File: config.mk
export PLATFORM = sky130hd
export DESIGN_NAME = dma_chan_arbiter
export DESIGN_NICKNAME = d
export VERILOG_FILES = /design/src/rtl/dma_arb_pkg.sv /design/src/rtl/dma_req_mask.sv /design/src/rtl/dma_prio_pick.sv /design/src/rtl/dma_bus_seq.sv /design/src/rtl/dma_chan_arbiter.sv
export SDC_FILE = /design/constraint.sdc
export NUM_CORES = 1
export LEC_CHECK = 0
export BUFFER_PORTS_ARGS = -buffer_cell sky130_fd_sc_hd__buf_2
export CORE_ASPECT_RATIO = 1.1
export CORE_MARGIN = 2
export CORE_UTILIZATION = 24
export DETAILED_ROUTE_END_ITERATION = 8
export MAX_ROUTING_LAYER = met4
export PLACE_DENSITY = 0.48
export SLEW_MARGIN = 20
export SYNTH_ARGS = -nofsm -noshare
export SYNTH_HDL_FRONTEND = slang
export SYNTH_SLANG_ARGS = --single-unit
File: constraint.sdc
create_clock -name clk -period 2.4 [get_ports clk]
set_clock_uncertainty 0.05 [all_clocks]
set_input_delay 0.24 -clock clk [delete_from_list [all_inputs] [get_ports clk]]
set_output_delay 0.24 -clock clk [all_outputs]
set_load 0.005 [all_outputs]
File: src/rtl/dma_arb_pkg.sv
package dma_arb_pkg;
  typedef enum logic [1:0] {
    ST_IDLE = 2'd0,
    ST_REQ  = 2'd1,
    ST_OWN  = 2'd2,
    ST_REL  = 2'd3
  } arb_state_t;
endpackage

File: src/rtl/dma_req_mask.sv
// Filters raw requests by configuration and resolves which lanes hold the bus.
module dma_req_mask #(
  parameter int NCH = 4
) (
  input  logic           dual_mode,
  input  logic [NCH-1:0] chan_req,
  input  logic [NCH-1:0] xfer_hold,
  output logic [NCH-1:0] elig,
  output logic [NCH-1:0] hold_eff
);
  for (genvar i = 0; i < NCH; i++) begin : g_lane
    if ((i % 2) == 1) begin : g_b_side
      // B-side lanes only take part when the lanes are not paired.
      assign elig[i] = chan_req[i] & ~dual_mode;
    end else begin : g_a_side
      assign elig[i] = chan_req[i];
    end
    // Holding the bus across units exists only in the paired configuration.
    assign hold_eff[i] = xfer_hold[i] & dual_mode;
  end
endmodule

File: src/rtl/dma_prio_pick.sv
// Fixed-rank picker: lowest index wins. Also flags a request that outranks the owner.
module dma_prio_pick #(
  parameter int NCH = 4
) (
  input  logic [NCH-1:0] elig,
  input  logic [NCH-1:0] owner,
  output logic [NCH-1:0] pick,
  output logic           any_elig,
  output logic           higher_pend
);
  logic [NCH-1:0] above_owner;

  for (genvar i = 0; i < NCH; i++) begin : g_pick
    if (i == 0) begin : g_top
      assign pick[i] = elig[i];
    end else begin : g_rest
      assign pick[i] = elig[i] & ~(|elig[i-1:0]);
    end
    if (i == NCH - 1) begin : g_last
      assign above_owner[i] = 1'b0;
    end else begin : g_mid
      // Lane i outranks the owner when the owner sits at a higher index.
      assign above_owner[i] = |owner[NCH-1:i+1];
    end
  end

  assign any_elig    = |elig;
  assign higher_pend = |(elig & above_owner);
endmodule

File: src/rtl/dma_bus_seq.sv
// Bus sequencing: request, select at grant, own, hand back.
module dma_bus_seq
  import dma_arb_pkg::*;
#(
  parameter int NCH = 4
) (
  input  logic           clk,
  input  logic           rst,
  input  logic           any_elig,
  input  logic [NCH-1:0] pick,
  input  logic           higher_pend,
  input  logic [NCH-1:0] hold_eff,
  input  logic           bus_grant,
  input  logic           unit_done,
  input  logic           last_unit,
  input  logic           ext_master_req,
  output logic           bus_req,
  output logic           owning,
  output logic [NCH-1:0] owner
);
  arb_state_t     st, st_nxt;
  logic [NCH-1:0] own_nxt;
  logic           keeps_bus;
  logic           let_go;

  // The owner keeps the bus only for a held transfer not yet at its end,
  // with nobody of higher rank waiting.
  assign keeps_bus = (|(owner & hold_eff)) & ~last_unit & ~higher_pend & ~ext_master_req;
  assign let_go    = unit_done & ~keeps_bus;

  always_comb begin
    st_nxt  = st;
    own_nxt = owner;
    case (st)
      ST_IDLE: begin
        if (any_elig) st_nxt = ST_REQ;
      end
      ST_REQ: begin
        if (bus_grant) begin
          if (any_elig) begin
            st_nxt  = ST_OWN;
            own_nxt = pick;
          end else begin
            st_nxt = ST_REL;
          end
        end
      end
      ST_OWN: begin
        if (let_go) st_nxt = ST_REL;
      end
      ST_REL: begin
        own_nxt = '0;
        st_nxt  = any_elig ? ST_REQ : ST_IDLE;
      end
      default: begin
        st_nxt  = ST_IDLE;
        own_nxt = '0;
      end
    endcase
  end

  always_ff @(posedge clk) begin
    if (rst) begin
      st    <= ST_IDLE;
      owner <= '0;
    end else begin
      st    <= st_nxt;
      owner <= own_nxt;
    end
  end

  assign bus_req = (st == ST_REQ) || (st == ST_OWN);
  assign owning  = (st == ST_OWN);
endmodule

File: src/rtl/dma_chan_arbiter.sv
module dma_chan_arbiter #(
  parameter int NCH = 4
) (
  input  logic           clk,
  input  logic           rst,
  input  logic           dual_mode,
  input  logic [NCH-1:0] chan_req,
  input  logic [NCH-1:0] xfer_hold,
  output logic           bus_req,
  input  logic           bus_grant,
  input  logic           ext_master_req,
  input  logic           unit_done,
  input  logic           last_unit,
  output logic [NCH-1:0] active
);
  logic [NCH-1:0] elig, hold_eff, pick, owner;
  logic           any_elig, higher_pend, owning;

  dma_req_mask #(.NCH(NCH)) u_mask (
    .dual_mode (dual_mode),
    .chan_req  (chan_req),
    .xfer_hold (xfer_hold),
    .elig      (elig),
    .hold_eff  (hold_eff)
  );

  dma_prio_pick #(.NCH(NCH)) u_pick (
    .elig        (elig),
    .owner       (owner),
    .pick        (pick),
    .any_elig    (any_elig),
    .higher_pend (higher_pend)
  );

  dma_bus_seq #(.NCH(NCH)) u_seq (
    .clk            (clk),
    .rst            (rst),
    .any_elig       (any_elig),
    .pick           (pick),
    .higher_pend    (higher_pend),
    .hold_eff       (hold_eff),
    .bus_grant      (bus_grant),
    .unit_done      (unit_done),
    .last_unit      (last_unit),
    .ext_master_req (ext_master_req),
    .bus_req        (bus_req),
    .owning         (owning),
    .owner          (owner)
  );

  assign active = (owning && bus_grant) ? owner : '0;
endmodule

# Yosys cells after proc, flatten, opt, wreduce, memory -nomap -nowiden
# Index checks and enable logic that the tools add are counted.
dict set report op_classes {
  shifts 0
  n_mul 0
  order_cmp 0
  n_eq_ne 7
  muxes 10
  div 0
  bitwise_logic 23
  n_reduce_logical 13
  addsub 0
}
# op n
set op_table {}
lappend op_table {{bitwise AND 1 bit} 13}
lappend op_table {{two-way mux 4 bit} 3}
lappend op_table {{OR reduction 4 bit} 3}
lappend op_table {{NOT 1 bit} 8}
lappend op_table {{case mux 2 bit (4 select lines)} 1}
lappend op_table {{case mux 4 bit (2 select lines)} 1}
lappend op_table {{two-way mux 2 bit} 3}
lappend op_table {{!= test 2 x 1 -> 1 bit (second input constant)} 3}
lappend op_table {{AND reduction 3 bit} 2}
lappend op_table {{OR reduction 3 bit} 2}
lappend op_table {{bitwise AND 4 x 3 -> 4 bit} 1}
lappend op_table {{bitwise AND 4 bit} 1}
lappend op_table {{equality test 2 bit (second input constant)} 2}
lappend op_table {{OR reduction 2 bit} 2}
lappend op_table {{equality test 2 x 1 -> 1 bit (second input constant)} 1}
lappend op_table {{logical NOT 2 bit} 1}
lappend op_table {{two-way mux 1 bit} 2}
lappend op_table {{!= test 2 bit (second input constant)} 1}
lappend op_table {{nonzero test 2 bit} 1}
lappend op_table {{logical AND 1 bit} 1}
lappend op_table {{logical OR 1 bit} 1}
dict set report word_totals {
  memories 0
  mem_bits_ro 0
  latch_bits 0
  ram_bits 0
  ff_bits 6
  out_inout_bits 5
}

# Depth between registers and ports, before layout
# Gate-level depths: netlist of the first run.
dict set report depth {
  word_depth 11
  ltp_mapped 6
  depth_no_buf 6
}

# Modules after synthesis
# From an unflattened synthesis of the first run, not the netlist that was laid out.
dict set report hier_totals {
  hier_cells 64
  area_unflattened_um2 554.3
}
# module seq_area_each_um2 n_inst cells_per_inst area_per_inst_um2
set modules_own_cells {}
lappend modules_own_cells {dma_bus_seq 120.1 1 44 417.9}
lappend modules_own_cells {dma_prio_pick 0.0 1 8 58.8}
lappend modules_own_cells {dma_req_mask 0.0 1 8 52.6}
lappend modules_own_cells {dma_chan_arbiter 0.0 1 4 25.0}

# Worst setup path before layout of the first run
# Ideal clock, no wire load.
dict set report synth_path {
  path_kind {reg-to-reg}
  start {register u_seq.st[0]}
  end {register u_seq.st[0]}
  stages_incl_launch_ff 7
  path_buffers 0
  path_slack_ns 0.714
  required_time_ns 2.278
  arrival_ns 1.565
  cell_sequence {dfxtp_1 inv_1 ha_1 nor2b_1 a311o_2 a31oi_1 mux2i_1}
}
dict set report synth_via {
  elab_chain_len 3
  elab_cells_between_ends 9
  cone_classes {6 x eq/ne; 1 x mux; 2 x reduce/logical}
}
# item line
set synth_lines {}
lappend synth_lines {{start: declaration} dma_bus_seq.sv:21} ;# arb_state_t st, st_nxt;
lappend synth_lines {{start signal: assignment} dma_bus_seq.sv:67} ;# st <= st_nxt;
lappend synth_lines {{equality test 2 bit (tied with other cells)} dma_bus_seq.sv:34} ;# case (st)
lappend synth_lines {{!= test 2 x 1 -> 1 bit (no source line) / != test 2 bit (equally long branches)} --}
lappend synth_lines {{AND reduction 3 bit (no source line)} --}
# Parallel ways exist; a longest one is shown, timed or not.
# A chain may end at the register's enable or synchronous reset.

# Worst setup path after layout of the first run
# Same ends and word-level chain as after synthesis.

==> results of run 1 <==
## through the flow
stage	total power, W	instance area, sq um
floorplan	0.0002883	493.0
global placement	0.0003548	623.1
detailed placement	0.0003570	623.1
CTS	0.0004500	645.6
global route	0.0004828	645.6
finish	0.0004402	645.6
## cell families (layout without fill, tap and decap cells)
kind of cell             Yosys count  in the layout  share of synthesized area [%]
AO/OA/AOI/OAI                     17             17                          27.41
adder cells (fa/ha/maj)            5              5                          12.69
buffers and inverters              4             26                          3.045
flip-flops                         6              6                          24.37
multiplexers                       2              2                          4.061
AND/OR/NAND/NOR                   26             26                          28.43
## sequential cells by signal, indices dropped and copies added, names as in the netlist
register / flops
u_seq.owner: 4
u_seq.st: 2
## placed cells by master, fill, tap and decap left out, drive strengths merged, types with 2 or more instances in the layout
cell | Yosys | layout
buf | 0 | 19
a21oi | 4 | 4
and3 | 5 | 5
nor2 | 2 | 2
nor2b | 2 | 2
a21o | 3 | 3
a22oi | 2 | 2
o21ai | 3 | 3
nand3 | 5 | 5
dfxtp | 6 | 6
nand2 | 7 | 7
mux2i | 2 | 2
inv | 4 | 4
ha | 5 | 5
clkbuf | 0 | 3
## routing by layer
layer	GRT usage, %	up-vias
met4	6.944	0
met1	17.02	222
met5	-	-
met3	2.778	2
met2	17.58	14
li1	-	269
## worst max-delay path: stages, from the launching register on
cell	delay (ns)
dfxtp_1	0.38
inv_1	0.10
ha_1	0.29
nor2b_1	0.16
a311o_2	0.34
a31oi_1	0.27
mux2i_1	0.22
## area by class of cell
class	count	share of cell area, %
flip-flops and latches	6	18.60
repair buffers	19	14.73
inverters	4	2.326
clock buffers	3	3.488
multi-input cells	50	55.43
well taps	28	5.426
## worst paths after layout
check / startpoint / endpoint / cells after the start
worst max-delay path: u_seq.st[0]$_SDFFE_PP0P_ / u_seq.st[0]$_SDFFE_PP0P_ / 6
worst max register to register: u_seq.st[0]$_SDFFE_PP0P_ / u_seq.st[0]$_SDFFE_PP0P_ / 6
worst min register to register: u_seq.owner[0]$_SDFFE_PP0P_ / u_seq.owner[0]$_SDFFE_PP0P_ / 2
worst min-delay path: rst / u_seq.owner[0]$_SDFFE_PP0P_ / 2
## where the power goes
group          switching (W)  leakage, nW   total, W  internal (W)
combinational       0.000112        0.239   0.000214      0.000102
sequential         0.0000194       0.0489   0.000140      0.000120
clock              0.0000304       0.0138  0.0000866     0.0000562
==> flow_summary_export.csv, run 1 <==
group,metric,value,unit
layout,multi_input_area,357.8,sq um
floorplanning,core,1978,sq um
layout,syn_to_final_growth,30.96,%
yosys,yosys_warnings,0,
sta,hold_viol,0,
cts,cts.clk_slew.worst_paths,0.04,ns
yosys,synth_cells,60,
worst_setup_path,cp.required,2.51,ns
worst_setup_path,reg2reg_slack,0.52,ns
placement,place.gp.congestion,0.6993,
yosys,synthTopCellsByArea,"dfxtp_1 (24%), ha_1 (13%), nand2_1 (5.3%)",
worst_setup_path,cp-end-kind,"register",
placement,placed_cells,107,
job,maxCapViolCount,0,
power_and_ir_drop,ir_worst_vdd,0.3472,mV
grt,overflow,0,
cts,postCtsHoldBufs,0,
grt,grt_antenna_before_repair,0,
layout,final_core_util,32.64,%
layout,diodes,0,
power_and_ir_drop,pwr_density_cell,681.8,nW/um^2
yosys,synth_top_cell_area_share,24.37,%
drt,drt_iter0_markers,10,
layout,layout.cells.non_filler,110,
drt,drcViolationCount,0,
floorplanning,ioPinCount,20,
yosys,avgSynthCellArea,8.216,sq um
sta,rsz0062_at_grt,"no",
sta,fmax,0.5324,GHz
cts,cts_sinks,6,
drt,wl_met1,595,um
drt,vias_per_cell,4.609,
floorplanning,die_y,51.54,um
sta,tightest_slew,0.3475,ns
placement,preCtsSetupSlack,0.5196,ns
drt,vias,507,
yosys,synth_flop_cell,"dfxtp_1",
layout,finalNetCount,104,
yosys,yosys.area.top_type,"dfxtp_1",
cts,cts.path.max_buffers,2,
grt,grt_pass1_vias,503,
worst_hold_path,hold_path_class,"primary input to register",
sta,setup_viol,0,
layout,final_layout_size_suffix_gt1_share,34.15,%
yosys,syn_nets,80,
yosys,synth_seq_cells,6,
drt,wl_met3,65,um
worst_setup_path,path_max_fanout,7,
floorplanning,die_x,47.21,um
drt,wl_met2,585,um
worst_setup_path,cp-start-kind,"register",
drt,avgRoutedWirePerCell,11.45,um
drt,top_layer,"met4",
layout,regArea,120.1,sq um
cts,cts_setup_buffers,0,
yosys,synthArstFlopShare,0,%
cts,clkLatencyLatePin,0.23,ns
cts,cts_tree,"done",
floorplanning,die_area,2433,sq um
cts,root_buffer,"clkbuf_4",
yosys,synth_common_cells,"nand2_1 (7), dfxtp_1 (6), ha_1 (5), nand3_1 (5)",
yosys,synth_edf_count,0,
sta,setup_ws,0.5218,ns
grt,grt_max_degree,8,
sta,holdWs,0.1718,ns
yosys,synthMostInstantiatedCell,"nand2_1",
cts,h-tree-depth,1,
yosys,ys_seq_area_share,24.37,%
worst_setup_path,arrival,1.99,ns
drt,drtAntennaViolNets,0,
drt,firstDrtPassIters,3,
sta,fin_setup_tns,0,ns
sta,drv_slew,0,
drt,drt_wl_total,1.259,mm
yosys,syn-cell-area,493.0,sq um
power_and_ir_drop,power.leakage,0.3022,nW
sta,min_period,1.878,ns
cts,cts_resized,0,
floorplanning,start_util,24.92,%
run_status,status,"finished clean",
layout,fillers,218,
grt,grt_pass1_wl,2.173,mm
cts,cts_buffers,3,
floorplanning,row_count,17,
sta,min_period_over_period,78.26,%
placement,port_buffers,19,
worst_setup_path,crit_type,"register to register",
grt,gr-usage-all-layers,12.75,%
yosys,synth_cell_types,25,
sta,maxSlewHeadroom,76.50,%
No activity file was read; power rests on OpenSTA's default activity.
==> run 2, diff against run 1 <==
clock period = 1.8 ns   (was 2.4 ns; I/O delays follow)
==> run 2 against run 1 <==
Net effect: sequential cell count did not move; setup slack got worse by 0.41 ns; clock power increased by 39%; fmax rose by 11%; register-to-register slack worse by 0.41 ns; via count increased by 0.39%; global-route usage fell by 0.22 points; design area rose by 3.7%; core utilization is 1.2 points higher; hold slack lost 0.053 ns; die area unchanged.
==> flow_summary_export.csv, run 2 (synthesis results as in run 1) <==
group,metric,value,unit
cts,h-tree-depth,1,
floorplanning,die_y,51.54,um
run_status,status,"finished clean",
drt,drcViolationCount,0,
drt,drt_wl_total,1.288,mm
power_and_ir_drop,power.leakage,0.3091,nW
floorplanning,die_area,2433,sq um
cts,cts_buffers,3,
sta,fin_setup_tns,0,ns
drt,wl_met1,617,um
floorplanning,die_x,47.21,um
placement,port_buffers,19,
cts,cts_sinks,6,
sta,hold_viol,0,
grt,grt_pass1_vias,484,
floorplanning,row_count,17,
worst_setup_path,max_stage_delay,0.48,ns
worst_setup_path,cp_num_buf_inv,1,
drt,vias,509,
placement,placed_area,630.6,sq um
floorplanning,core,1978,sq um
layout,largest_reg_flops,4,
sta,tightest_slew,0.2839,ns
worst_setup_path,crit_slowest_cell,"or4_1",
cts,cts_setup_buffers,0,
sta,drv_slew,0,
layout,fillers,217,
layout,layout_common_cells,"buf_2 (19), nand2_1 (7), nand3_1 (5), dfxtp_1 (5)",
floorplanning,ioPinCount,20,
layout,finalNetCount,105,
grt,grt_pass1_wl,2.063,mm
sta,holdWs,0.1191,ns
power_and_ir_drop,ir_worst_vdd,0.3860,mV
floorplanning,start_util,24.92,%
worst_setup_path,cp-end-kind,"register",
worst_setup_path,cp.required,1.92,ns
grt,grt_antenna_before_repair,0,
drt,wl_met2,607,um
worst_hold_path,hold_path_class,"primary input to register",
worst_setup_path,path_max_fanout,7,
layout,final_core_util,33.84,%
sta,min_period,1.685,ns
sta,maxSlewHeadroom,81.02,%
worst_setup_path,crit_family,"simple AND/OR/NAND/NOR gates",
worst_setup_path,path_cells,"inv_1 -> ha_2 -> nand2_1 -> a21o_4 -> or4_1 -> a21oi_1",
cts,root_buffer,"clkbuf_4",
layout,layout.cells.non_filler,111,
layout,multi_input_area,372.9,sq um
cts,cts.clk_slew.worst_paths,0.04,ns
drt,drtAntennaViolNets,0,
worst_setup_path,arrival,1.80,ns
placement,dp_hpwl,1.024,mm
placement,placed_cells,108,
sta,rsz0062_at_grt,"no",
grt,gr-usage-all-layers,12.53,%
cts,clkLatencyLatePin,0.24,ns
worst_setup_path,cp-start-kind,"register",
drt,wl_met3,53,um
grt,grt_max_degree,8,
layout,final_layout_size_suffix_gt1_share,39.76,%
layout,largestRegisters,"u_seq.owner (4), u_seq.st (2)",
cts,cts_tree,"done",
sta,fmax,0.5933,GHz
layout,regArea,121.4,sq um
drt,firstDrtPassIters,4,
layout,final_common_cell,"buf_2",
drt,vias_per_cell,4.586,
placement,place.gp.congestion,0.7162,
drt,avgRoutedWirePerCell,11.60,um
job,maxCapViolCount,0,
sta,min_period_over_period,93.64,%
worst_setup_path,crit_type,"register to register",
layout,diodes,0,
layout,regMostFlops,"u_seq.owner",
layout,syn_to_final_growth,35.79,%
power_and_ir_drop,pwr_density_cell,917.8,nW/um^2
cts,cts.path.max_buffers,2,
sta,setup_viol,0,
drt,top_layer,"met4",
drt,drt_iter0_markers,12,
layout,fin_area,669.4,sq um
grt,overflow,0,
## run 2: worst register-to-register path, stage by stage (launching register included)
cell,delay (ns)
dfxtp_1,0.33
inv_1,0.11
ha_2,0.21
nand2_1,0.07
a21o_4,0.21
or4_1,0.48
a21oi_1,0.16
## run 2: metrics by stage
| stage | power, W | setup slack, ns |
|---|---|---|
| after floorplan | 0.0003844 | 0.1136 |
| after CTS | 0.0006114 | 0.02047 |
| after global routing | 0.0006752 | 0.01770 |
| after global placement | 0.0004803 | 0.05717 |
| after detailed placement | 0.0004854 | 0.03190 |
| final | 0.0006143 | 0.1145 |
## run 2: metal layers
| metal | track usage [%] | vias up |
|---|---|---|
| met3 | 2.083 | 2 |
| li1 | - | 271 |
| met4 | 6.944 | 0 |
| met5 | - | - |
| met2 | 17.35 | 14 |
| met1 | 16.99 | 222 |
## run 2: area by class of cell
| cell class | count | share of cell area (%) |
|---|---|---|
| multi-input combinational | 50 | 55.70 |
| sequential | 6 | 18.13 |
| timing repair buffer | 20 | 15.33 |
| tap | 28 | 5.234 |
| clock buffer | 3 | 3.364 |
| inverter | 4 | 2.243 |
## run 2: path summary, 6_finish.rpt
check | startpoint | end | slack, ns | depth (start not counted)
max | u_seq.st[1]$_SDFFE_PP0P_ | u_seq.owner[2]$_SDFFE_PP0P_ | 0.11 | 6
min | rst | u_seq.owner[1]$_SDFFE_PP0P_ | 0.12 | 2
max reg2reg | u_seq.st[1]$_SDFFE_PP0P_ | u_seq.owner[2]$_SDFFE_PP0P_ | 0.11 | 6
min reg2reg | u_seq.owner[0]$_SDFFE_PP0P_ | u_seq.owner[0]$_SDFFE_PP0P_ | 0.44 | 2
## run 2: power breakdown
part | internal, W | switching (W)
registers | 0.000163 | 0.0000270
clock network | 0.0000752 | 0.0000449
logic | 0.000149 | 0.000155
## run 2: timing repair
| action | in CTS | in global routing |
|---|---|---|
| hold buffers | 0 | 0 |
| resized for setup | 0 | 4 |
| setup endpoints to repair | 0 | 3 |
